File: src/rtl/zbs_pkg.sv
package zbs_pkg;
  typedef enum logic [2:0] {
    ST_IDLE,
    ST_STROBE,
    ST_MEM,
    ST_DONE,
    ST_IGNORE
  } zbs_state_e;
endpackage

File: src/rtl/zbs_sync.sv
module zbs_sync #(
  parameter int             W       = 1,
  parameter logic [W-1:0]   RST_VAL = '0
) (
  input  logic         clk,
  input  logic         rst_n,
  input  logic [W-1:0] d,
  output logic [W-1:0] q
);
  logic [W-1:0] s1_q, s2_q;

  always_ff @(posedge clk or negedge rst_n) begin
    if (!rst_n) begin
      s1_q <= RST_VAL;
      s2_q <= RST_VAL;
    end else begin
      s1_q <= d;
      s2_q <= s1_q;
    end
  end

  assign q = s2_q;
endmodule

File: src/rtl/zbs_decode.sv
module zbs_decode #(
  parameter int          DATA_W   = 16,
  parameter int          WIN_BITS = 2,
  parameter int          PAGE_W   = 8,
  parameter int          IDX_W    = 6,
  parameter logic [7:0]  CFG_PAGE = 8'hE8,
  parameter logic [5:0]  BASE_IDX = 6'h24,
  parameter logic [63:0] IDENT    = 64'hC2F0_5A3E_9017_B6D4
) (
  input  logic                clk,
  input  logic                rst_n,
  input  logic [PAGE_W-1:0]   page,
  input  logic [WIN_BITS-1:0] win,
  input  logic [IDX_W-1:0]    idx,
  input  logic                cfg_in_n_s,
  input  logic                cfg_wr,
  input  logic [WIN_BITS-1:0] cfg_wdata,
  output logic                cfg_hit,
  output logic                win_hit,
  output logic                base_sel,
  output logic [DATA_W-1:0]   cfg_rdata,
  output logic                configured
);
  localparam int NIB = 16;

  logic                configured_q, configured_d;
  logic [WIN_BITS-1:0] base_q, base_d;

  always_comb begin
    configured_d = configured_q | cfg_wr;
    base_d       = cfg_wr ? cfg_wdata : base_q;
  end

  always_ff @(posedge clk or negedge rst_n) begin
    if (!rst_n) begin
      configured_q <= 1'b0;
      base_q       <= '0;
    end else if (cfg_wr) begin
      configured_q <= configured_d;
      base_q       <= base_d;
    end
  end

  assign configured = configured_q;
  assign cfg_hit    = !configured_q && !cfg_in_n_s && (page == PAGE_W'(CFG_PAGE));
  assign win_hit    = configured_q && (win == base_q);
  assign base_sel   = (idx == IDX_W'(BASE_IDX));

  always_comb begin
    cfg_rdata = '0;
    for (int i = 0; i < NIB; i++) begin
      if (idx == IDX_W'(i)) cfg_rdata[DATA_W-1 -: 4] = IDENT[63-4*i -: 4];
    end
  end
endmodule

File: src/rtl/zbs_ctrl.sv
module zbs_ctrl #(
  parameter int ADDR_W = 23,
  parameter int DATA_W = 16,
  parameter int MEM_AW = 21
) (
  input  logic              clk,
  input  logic              rst_n,
  input  logic              as_n_s,
  input  logic              uds_n_s,
  input  logic              lds_n_s,
  input  logic              read_s,
  input  logic              doe_s,
  input  logic [ADDR_W-1:0] bus_addr,
  input  logic [DATA_W-1:0] bus_data_in,
  input  logic              cfg_hit,
  input  logic              win_hit,
  input  logic              base_sel,
  input  logic [DATA_W-1:0] cfg_rdata,
  input  logic              mem_ack,
  input  logic [DATA_W-1:0] mem_rdata,
  output logic [ADDR_W-1:0] addr_q,
  output logic              cfg_wr,
  output logic              mem_req,
  output logic              mem_we,
  output logic [MEM_AW-1:0] mem_addr,
  output logic [1:0]        mem_be,
  output logic [DATA_W-1:0] mem_wdata,
  output logic              bus_ack,
  output logic              bus_data_oe,
  output logic [DATA_W-1:0] bus_data_out
);
  import zbs_pkg::*;

  zbs_state_e        st_q, st_d;
  logic              as_prev_q;
  logic [ADDR_W-1:0] addr_d;
  logic              read_q, read_d;
  logic [1:0]        be_q, be_d;
  logic [DATA_W-1:0] wdata_q, wdata_d;
  logic [DATA_W-1:0] rdata_q, rdata_d;
  logic              as_fall, strobe_any;

  assign as_fall    = as_prev_q && !as_n_s;
  assign strobe_any = !uds_n_s || !lds_n_s;

  always_comb begin
    st_d    = st_q;
    addr_d  = addr_q;
    read_d  = read_q;
    be_d    = be_q;
    wdata_d = wdata_q;
    rdata_d = rdata_q;
    cfg_wr  = 1'b0;
    unique case (st_q)
      ST_IDLE: begin
        if (as_fall) begin
          addr_d = bus_addr;
          st_d   = ST_STROBE;
        end
      end
      ST_STROBE: begin
        if (as_n_s) begin
          st_d = ST_IDLE;
        end else if (strobe_any) begin
          read_d  = read_s;
          be_d    = {!uds_n_s, !lds_n_s};
          wdata_d = bus_data_in;
          if (cfg_hit) begin
            if (read_s) rdata_d = cfg_rdata;
            else        cfg_wr  = base_sel && !uds_n_s;
            st_d = ST_DONE;
          end else if (win_hit) begin
            st_d = ST_MEM;
          end else begin
            st_d = ST_IGNORE;
          end
        end
      end
      ST_MEM: begin
        if (mem_ack) begin
          if (read_q) rdata_d = mem_rdata;
          st_d = ST_DONE;
        end
      end
      ST_DONE, ST_IGNORE: begin
        if (as_n_s) st_d = ST_IDLE;
      end
      default: st_d = ST_IDLE;
    endcase
  end

  always_ff @(posedge clk or negedge rst_n) begin
    if (!rst_n) begin
      st_q      <= ST_IDLE;
      as_prev_q <= 1'b1;
      addr_q    <= '0;
      read_q    <= 1'b1;
      be_q      <= '0;
      wdata_q   <= '0;
      rdata_q   <= '0;
    end else begin
      st_q      <= st_d;
      as_prev_q <= as_n_s;
      addr_q    <= addr_d;
      read_q    <= read_d;
      be_q      <= be_d;
      wdata_q   <= wdata_d;
      rdata_q   <= rdata_d;
    end
  end

  assign mem_req      = (st_q == ST_MEM);
  assign mem_we       = !read_q;
  assign mem_addr     = addr_q[MEM_AW-1:0];
  assign mem_be       = be_q;
  assign mem_wdata    = wdata_q;
  assign bus_ack      = (st_q == ST_DONE);
  assign bus_data_oe  = (st_q == ST_DONE) && read_q && doe_s;
  assign bus_data_out = rdata_q;
endmodule

File: src/rtl/zbus_slave.sv
module zbus_slave #(
  parameter int          ADDR_W   = 23,
  parameter int          DATA_W   = 16,
  parameter int          WIN_BITS = 2,
  parameter logic [63:0] IDENT    = 64'hC2F0_5A3E_9017_B6D4,
  parameter int          MEM_AW   = ADDR_W - WIN_BITS
) (
  input  logic              clk,
  input  logic              rst_n,
  input  logic              bus_as_n,
  input  logic              bus_uds_n,
  input  logic              bus_lds_n,
  input  logic              bus_read,
  input  logic              bus_doe,
  input  logic [ADDR_W-1:0] bus_addr,
  input  logic [DATA_W-1:0] bus_data_in,
  output logic [DATA_W-1:0] bus_data_out,
  output logic              bus_data_oe,
  output logic              bus_ack,
  input  logic              cfg_in_n,
  output logic              cfg_out_n,
  output logic              mem_req,
  output logic              mem_we,
  output logic [MEM_AW-1:0] mem_addr,
  output logic [1:0]        mem_be,
  output logic [DATA_W-1:0] mem_wdata,
  input  logic              mem_ack,
  input  logic [DATA_W-1:0] mem_rdata
);
  localparam int PAGE_W = 8;
  localparam int IDX_W  = 6;

  logic              rst_s1_q, rst_s2_q, rst_int_n;
  logic [5:0]        raw, syn;
  logic [ADDR_W-1:0] addr_q;
  logic              cfg_hit, win_hit, base_sel, cfg_wr, configured;
  logic [DATA_W-1:0] cfg_rdata;

  always_ff @(posedge clk or negedge rst_n) begin
    if (!rst_n) begin
      rst_s1_q <= 1'b0;
      rst_s2_q <= 1'b0;
    end else begin
      rst_s1_q <= 1'b1;
      rst_s2_q <= rst_s1_q;
    end
  end
  assign rst_int_n = rst_s2_q;

  assign raw = {bus_as_n, bus_uds_n, bus_lds_n, bus_read, bus_doe, cfg_in_n};

  zbs_sync #(.W(6), .RST_VAL(6'b111101)) u_sync (
    .clk(clk), .rst_n(rst_int_n), .d(raw), .q(syn)
  );

  zbs_decode #(
    .DATA_W(DATA_W), .WIN_BITS(WIN_BITS), .PAGE_W(PAGE_W), .IDX_W(IDX_W), .IDENT(IDENT)
  ) u_dec (
    .clk(clk), .rst_n(rst_int_n),
    .page(addr_q[ADDR_W-1 -: PAGE_W]),
    .win(addr_q[ADDR_W-1 -: WIN_BITS]),
    .idx(addr_q[IDX_W-1:0]),
    .cfg_in_n_s(syn[0]),
    .cfg_wr(cfg_wr),
    .cfg_wdata(bus_data_in[DATA_W-1 -: WIN_BITS]),
    .cfg_hit(cfg_hit), .win_hit(win_hit), .base_sel(base_sel),
    .cfg_rdata(cfg_rdata), .configured(configured)
  );

  zbs_ctrl #(.ADDR_W(ADDR_W), .DATA_W(DATA_W), .MEM_AW(MEM_AW)) u_ctrl (
    .clk(clk), .rst_n(rst_int_n),
    .as_n_s(syn[5]), .uds_n_s(syn[4]), .lds_n_s(syn[3]), .read_s(syn[2]), .doe_s(syn[1]),
    .bus_addr(bus_addr), .bus_data_in(bus_data_in),
    .cfg_hit(cfg_hit), .win_hit(win_hit), .base_sel(base_sel), .cfg_rdata(cfg_rdata),
    .mem_ack(mem_ack), .mem_rdata(mem_rdata),
    .addr_q(addr_q), .cfg_wr(cfg_wr),
    .mem_req(mem_req), .mem_we(mem_we), .mem_addr(mem_addr), .mem_be(mem_be),
    .mem_wdata(mem_wdata), .bus_ack(bus_ack), .bus_data_oe(bus_data_oe),
    .bus_data_out(bus_data_out)
  );

  assign cfg_out_n = !configured;
endmodule

File: config.mk
export PLATFORM = sky130hd
export DESIGN_NAME = zbus_slave
export DESIGN_NICKNAME = d
export VERILOG_FILES = /design/src/rtl/zbs_pkg.sv /design/src/rtl/zbs_sync.sv /design/src/rtl/zbs_decode.sv /design/src/rtl/zbs_ctrl.sv /design/src/rtl/zbus_slave.sv
export SDC_FILE = /design/constraint.sdc
export NUM_CORES = 1
export LEC_CHECK = 0
export CORE_UTILIZATION = 44
export CTS_CLUSTER_DIAMETER = 30
export DETAILED_ROUTE_END_ITERATION = 12
export GPL_TIMING_DRIVEN = 1
export PLACE_DENSITY = 0.79
export SYNTH_ARGS = -nofsm -noshare
export SYNTH_HDL_FRONTEND = slang
export SYNTH_SLANG_ARGS = --single-unit
File: constraint.sdc
create_clock -name clk -period 3 [get_ports clk]
set_clock_uncertainty 0.15 [all_clocks]
set_input_delay 0.3 -clock clk [delete_from_list [all_inputs] [get_ports clk]]
set_output_delay 0.3 -clock clk [all_outputs]
set_load 0.01 [all_outputs]
==> summary.txt, run 1 <==
STA
  • Tmin final: about 2.4 ns
  • Setup TNS: 0 ns
  • Slew @ Worst Pin: between 0.9 and 1 ns
  • Final Hold Fails: 0
  • RSZ-0062 raised after global routing: no
  • Hold WS: roughly 0.2 ns
  • Slew Viols, Final: 0
  • Crit share post-route: 0.810
  • Setup violators final: 0
  • Slew HR: 0.368
  • Fmax: between 0.4 and 0.5 GHz

Clock network
  • Worst-Skew Late Latency: 0.35 ns
  • Root buffer selected by CTS: clkbuf_8
  • CTS tree: yes
  • Post-CTS setup buffer count: 0
  • CTS sink count: 79
  • Total CTS buffers: 9
  • Htree depth: 3
  • Max Buffers Root-to-Sink: 2
  • Reg clk slew, reported paths: 0.09 ns

Route
  • Routed WL per cell: 14.1 µm
  • Drt initial violations: roughly 110
  • Routed via count: around 2300
  • DR pass1 iterations: 4
  • Routed Antenna Nets: 0
  • Vias/cell: a little under 5
  • DRC Markers: 0
  • DRT Wirelength: about 6.7 mm

Critical path
  • Startpoint types: flop
  • CP Class: reg2out
  • Worst path required time: 2.55 ns
  • Crit path max fanout: 9
  • Worst R2R Path Depth: 5
  • Worst Path Arrival: between 1.5 and 2 ns
  • Critical Path Sink Type: output pin

Placed design
  • Detailed Place HPWL: a little under 5 mm
  • Placer Congestion: between 0.8 and 0.9
  • Port Buffer Count: between 100 and 150
  • Placed cells: 454

Yosys
  • Synth Instances: 259
  • #FFs+latches synth: 79
  • Synth area leader: dfrtp_1
  • Distinct cells, synth: 42
  • Adder-cell share of the synthesized area: 0
  • Mux cell area share after synthesis: 0.189
  • Count leader, synth: dfrtp_1
  • Xor and xnor area share after synthesis: 0.00519
  • Top FF cell, synth: dfrtp_1
  • Compound-Gate Fraction of Synth Area: 0.0574
  • Mapped Nets: between 300 and 400
  • Register area share after synthesis: 0.590
  • Post-synthesis cell area: 3380 µm²
  • Post-synth EDFFs: 0
  • Post-synth top cells: dfrtp_1 (67), mux2_2 (46), buf_4 (21)
  • Top cell type's share of synthesized area: 0.496
  • Average size of a mapped cell: ~13 µm²
  • Simple-gate share of the synthesized area: 0.0796
  • Yosys warns: 0
  • Largest cells by area after synthesis: dfrtp_1 (50%), mux2_2 (15%), dfstp_2 (9.3%), buf_4 (4.7%), mux2i_1 (3.6%)
  • Ys async rst share: 1.00
  • Largest family of logic cells by synthesized area: multiplexers

Floorplan
  • Die span in y: about 90 µm
  • Die ar.: around 8000 µm²
  • Die Span X: ~90 µm
  • FP Rows: 31
  • Core area: roughly 7300 µm²
  • IO Pins: 124
  • Initial Utilization: 0.461

Cells and area
  • Layout area overhead: 40.1%
  • Nets: roughly 430
  • Fraction of layout cells with a size suffix above 1: 0.226
  • Fin util: 0.646
  • Fillcell total: 587
  • Layout Cells excl Fill: approximately 470
  • N_diodes: 0

Power and ir drop
  • Net Switching: between 0.0008 and 0.0009 W
  • LEAKAGE: 1.91 nW
  • Sw Ratio: 0.277
  • PwrDens: 617 nW/µm²
  • Combinational power share: 0.281
  • Maximum VDD drop: between 300 and 400 µV
  • Flop pwr share: 0.487
  • Pint: about 0.0021 W
  • Clock share of power: 0.232

Global routing
  • First-pass GRT wire length: roughly 11 mm
  • Initial antenna violation count: 0
  • Grt ovf: 0
  • Total GRT Usage: 0.177
  • Number of global-route vias before repair: 2368
  • Pin count of the biggest net entering global routing: 78

Worst hold path
  • Hold path depth: 1
  • Hold WC Path Type: in2reg

Flow run
  • Max-Cap Viols: 0

Status
  • Status: completed
==> layer usage <==
layer  GRT usage  wire (µm)  up-vias
met5           0          0        -
met4      0.0476         34        0
met3      0.0704        565        3
met2       0.309       3360       82
met1       0.203       2700     1125
li1            -          -     1078
==> logic make-up (layout without fill, tap and decap cells) <==
family | after synthesis | after routing
mux | 58 | 58
simple gates | 49 | 49
other cells | 1 | 1
compound gates | 25 | 25
xor+xnor | 2 | 2
flops | 79 | 79
buf+inv | 45 | 158
==> critical path: stages, from the launching register on <==
cell             delay, ns
dfrtp_1               0.52
and2b_1               0.25
and2_1                0.18
and3_1                0.16
clkdlybuf4s50_1       0.53
==> cells in the final DEF, fill, tap and decap left out, drive strengths merged, types with 3 or more instances in the layout <==
cell / netlist / final
dfrtp: 67 / 67
a21oi: 5 / 5
a32o: 3 / 3
inv: 14 / 14
nand3: 4 / 4
mux2: 46 / 46
clkbuf: 5 / 10
nor4: 3 / 3
nor2b: 5 / 5
mux2i: 12 / 12
clkinv: 0 / 4
nand2b: 3 / 3
nor2: 5 / 5
nand2: 19 / 19
dfstp: 12 / 12
buf: 26 / 4
o21ai: 4 / 4
clkdlybuf4s50: 0 / 123
==> layout make-up <==
| type | count | area (µm²) | area share |
|---|---|---|---|
| tap | 99 | 124 | 0.0262 |
| multi-input combinational | 135 | 1120 | 0.237 |
| clock buffer | 10 | 128 | 0.0270 |
| inverter | 14 | 52.6 | 0.0111 |
| clock inverter | 6 | 38.8 | 0.00820 |
| sequential | 79 | 2000 | 0.422 |
| timing repair buffer | 128 | 1270 | 0.269 |
==> worst paths after layout <==
check	start	endpoint	slack (ns)
max	u_ctrl.st_q[0]	bus_data_oe	0.57
min in group asynchronous	rst_int_n	u_ctrl.addr_q[19]	0.34
max in group asynchronous	rst_int_n	u_ctrl.addr_q[7]	1.76
min	bus_lds_n	u_sync.s1_q[3]	0.20
min reg2reg	u_sync.s1_q[5]	u_sync.q[5]	0.21
max reg2reg	u_ctrl.st_q[0]	u_ctrl.bus_data_out[11]	0.78
==> sequential cells by signal, summed over array words and instances (netlist names) <==
| register | flops |
|---|---|
| u_ctrl.st_q | 3 |
| u_dec.configured | 1 |
| rst_s1_q | 1 |
| rst_int_n | 1 |
| u_ctrl.addr_q | 23 |
| u_ctrl.mem_be | 2 |
| u_sync.q | 6 |
| u_ctrl.bus_data_out | 16 |
| u_sync.s1_q | 6 |
| u_ctrl.mem_wdata | 16 |
| u_ctrl.as_prev_q | 1 |
| u_dec.base_q | 2 |
| u_ctrl.read_q | 1 |
==> metrics by stage <==
step	cell area (µm²)	total power (W)	worst slack, ns
finish	4730	0.00292	0.569
global route	4730	0.00308	0.480
CTS	4730	0.00296	0.549
detailed placement	4560	0.00227	0.834
global placement	4560	0.00225	0.890
floorplan	3380	0.00187	0.508
==> power by group through the flow <==
| stage | Sequential [W] | Combinational (W) | Clock (W) |
|---|---|---|---|
| CTS | 0.00143 | 0.000832 | 0.000704 |
| detailed placement | 0.00145 | 0.000827 | 0 |
| global placement | 0.00143 | 0.000812 | 0 |
| floorplan | 0.00144 | 0.000429 | 0 |
| finish | 0.00142 | 0.000822 | 0.000677 |
| global route | 0.00145 | 0.000889 | 0.000740 |
==> timing repair <==
item                                   4_1_cts  5_1_grt
setup endpoints to repair                    0        0
endpoints found under the hold margin        2        0
gates resized for setup                      0        0
hold buffers                                 1        0
No activity file was read; power rests on OpenSTA's default activity.
==> run 2: changes to the inputs <==
--- a/config.mk
+++ b/config.mk
@@ -5,11 +5,11 @@
 export SDC_FILE = /design/constraint.sdc
 export NUM_CORES = 1
 export LEC_CHECK = 0
-export CORE_UTILIZATION = 44
+export CORE_UTILIZATION = 40
 export CTS_CLUSTER_DIAMETER = 30
 export DETAILED_ROUTE_END_ITERATION = 12
 export GPL_TIMING_DRIVEN = 1
-export PLACE_DENSITY = 0.79
+export PLACE_DENSITY = 0.76
 export SYNTH_ARGS = -nofsm -noshare
 export SYNTH_HDL_FRONTEND = slang
 export SYNTH_SLANG_ARGS = --single-unit
==> constraint.sdc (replaced) <==
create_clock -name clk -period 2.2 [get_ports clk]
set_clock_uncertainty 0.15 [all_clocks]
set_input_delay 0.22 -clock clk [delete_from_list [all_inputs] [get_ports clk]]
set_output_delay 0.22 -clock clk [all_outputs]
set_load 0.01 [all_outputs]
==> summary.txt, run 2 (same netlist as run 1, synthesis figures left out) <==
Status
  • Status: completed

Global routing
  • Met3 Use GR: 0.0542
  • Number of global-route vias before repair: around 2400
  • Grt ovf: 0
  • Gr busiest metal: met2
  • Total GRT Usage: 0.164
  • Pin count of the biggest net entering global routing: 43
  • Met2 Use GR: 0.271
  • First-pass GRT wire length: approximately 11 mm
  • Met1 usage: 0.204
  • Initial antenna violation count: 0

Power and ir drop
  • Flop pwr share: 0.441
  • Sw Ratio: 0.257
  • Maximum VDD drop: roughly 510 µV
  • Combinational power share: 0.265
  • Clock share of power: 0.293
  • Total power: roughly 0.0044 W
  • Pint: 0.00325 W
  • PwrDens: 891 nW/µm²
  • LEAKAGE: just over 2 nW
  • Net Switching: roughly 0.0011 W

STA
  • RSZ-0062 raised after global routing: no
  • Final Hold Fails: 0
  • Setup TNS: 0 ns
  • Crit share post-route: 0.945
  • Fmax: slightly below 0.5 GHz
  • Slew Viols, Final: 0
  • Setup violators final: 0
  • Tmin final: between 2 and 2.5 ns

Critical path
  • Critical Path Sink Type: output pin
  • Worst Path Arrival: between 1.5 and 2 ns
  • Worst path required time: between 1.5 and 2 ns
  • Startpoint types: flop
  • CP Class: reg2out
  • Crit path max fanout: 4

Cells and area
  • N_diodes: 0
  • Largest register FFs: 23
  • Layout area overhead: 45.1%
  • Fillcell total: 689
  • Most common cell after layout, fill and taps aside: clkdlybuf4s50_1
  • Multi-input gate area: between 1000 and 1500 µm²
  • Commonest cells after routing, fill and taps aside: clkdlybuf4s50_1 (121), dfrtp_1 (64), mux2_2 (46)
  • Most flops, register: u_ctrl.addr_q
  • Fraction of layout cells with a size suffix above 1: 0.253
  • Nets: between 400 and 500
  • FF/Latch Area: around 2000 µm²
  • Layout Cells excl Fill: between 400 and 500

Clock network
  • Max Buffers Root-to-Sink: 2
  • Reg clk slew, reported paths: 0.08 ns
  • Htree depth: 3
  • Root buffer selected by CTS: clkbuf_8
  • CTS sink count: 79
  • Total CTS buffers: 9
  • Worst-Skew Late Latency: 0.34 ns
  • CTS tree: yes

Flow run
  • Max-Cap Viols: 0

Floorplan
  • Initial Utilization: 0.413
  • Core area: just over 8000 µm²
  • Die span in y: roughly 94 µm
  • Die Span X: between 90 and 100 µm
  • FP Rows: 33
  • Die ar.: 8820 µm²
  • IO Pins: around 120

Route
  • DRC Markers: 0
  • DRT Wirelength: roughly 6.9 mm
  • DR pass1 iterations: 4
  • Routed WL per cell: between 10 and 15 µm
  • Vias/cell: between 4 and 5
  • Routed Antenna Nets: 0
  • Drt initial violations: 81
  • Routed via count: 2319

Placed design
  • Placed cells: around 460
  • Port Buffer Count: between 100 and 150
  • Placer Congestion: ~0.84
  • Detailed Place HPWL: roughly 5.0 mm

Worst hold path
  • Hold WC Path Type: in2reg
run 2: changes by cell type in the layout (fill, tap and decap cells not counted), moves of 2 or more:
cell and delta:
bufinv_16 +3, buf_4 +7, dfrtp_2 +2, clkdlybuf4s50_1 -2, clkinv_4 +2, clkinvlp_4 -2
dlygate4sd2_1 +2, dfrtp_1 -2, clkinv_2 -2
run 2: layer usage:
metal,wire [µm],up-vias
met1,2900,1130
met3,487,7
met5,0,-
met2,3390,81
li1,-,1101
met4,99,0
run 2: path summary, 6_finish.rpt:
path	depth (start not counted)	slack, ns	end	from
worst max-delay path	3	0.12	bus_ack	u_ctrl.st_q[2]
worst min-delay path	1	0.14	u_sync.s1_q[3]	bus_lds_n
worst max register to register	4	0.17	u_dec.base_q[0]	u_dec.configured
worst min register to register	0	0.15	u_ctrl.addr_q[13]	rst_int_n
max in group asynchronous	1	1.10	u_ctrl.read_q	rst_int_n
min in group asynchronous	0	0.15	u_ctrl.addr_q[13]	rst_int_n
run 2: area by class of cell:
class	count	share of cell area
clock buffer	9	0.0253
timing repair buffer	136	0.274
clock inverter	7	0.0248
multi-input combinational	135	0.231
inverter	14	0.0107
sequential	79	0.408
tap	105	0.0268
run 2: what timing repair did:
item / 4_1_cts / 5_1_grt
endpoints found under the setup margin: 3 / 2
hold endpoints to repair: 2 / 0
resized for setup: 5 / 1
gates cloned: 0 / 0
buffers inserted: 4 / 0
hold buffers: 1 / 0
run 2: worst max-delay path, stage by stage (launching register included):
cell,delay (ns)
dfrtp_2,0.42
and2b_2,0.26
and2_1,0.16
clkdlybuf4s50_1,0.54
run 2: per-stage QoR:
step                      hold WS (ns)  setup slack, ns   util  instance area [µm²]
after floorplan                 -0.226            0.296      -                 3380
after global placement           0.167            0.192  0.563                 4610
after detailed placement         0.172            0.141  0.563                 4610
after CTS                        0.116           0.0884  0.598                 4890
after global routing             0.121           0.0230  0.599                 4900
final                            0.135            0.120  0.599                 4900
run 2: power by group through the flow:
stage	Sequential (W)	Combinational (W)	Clock (W)
global placement	0.00194	0.00114	0
global route	0.00197	0.00125	0.00138
finish	0.00193	0.00116	0.00128
detailed placement	0.00196	0.00115	0
floorplan	0.00196	0.000585	0
CTS	0.00193	0.00117	0.00133
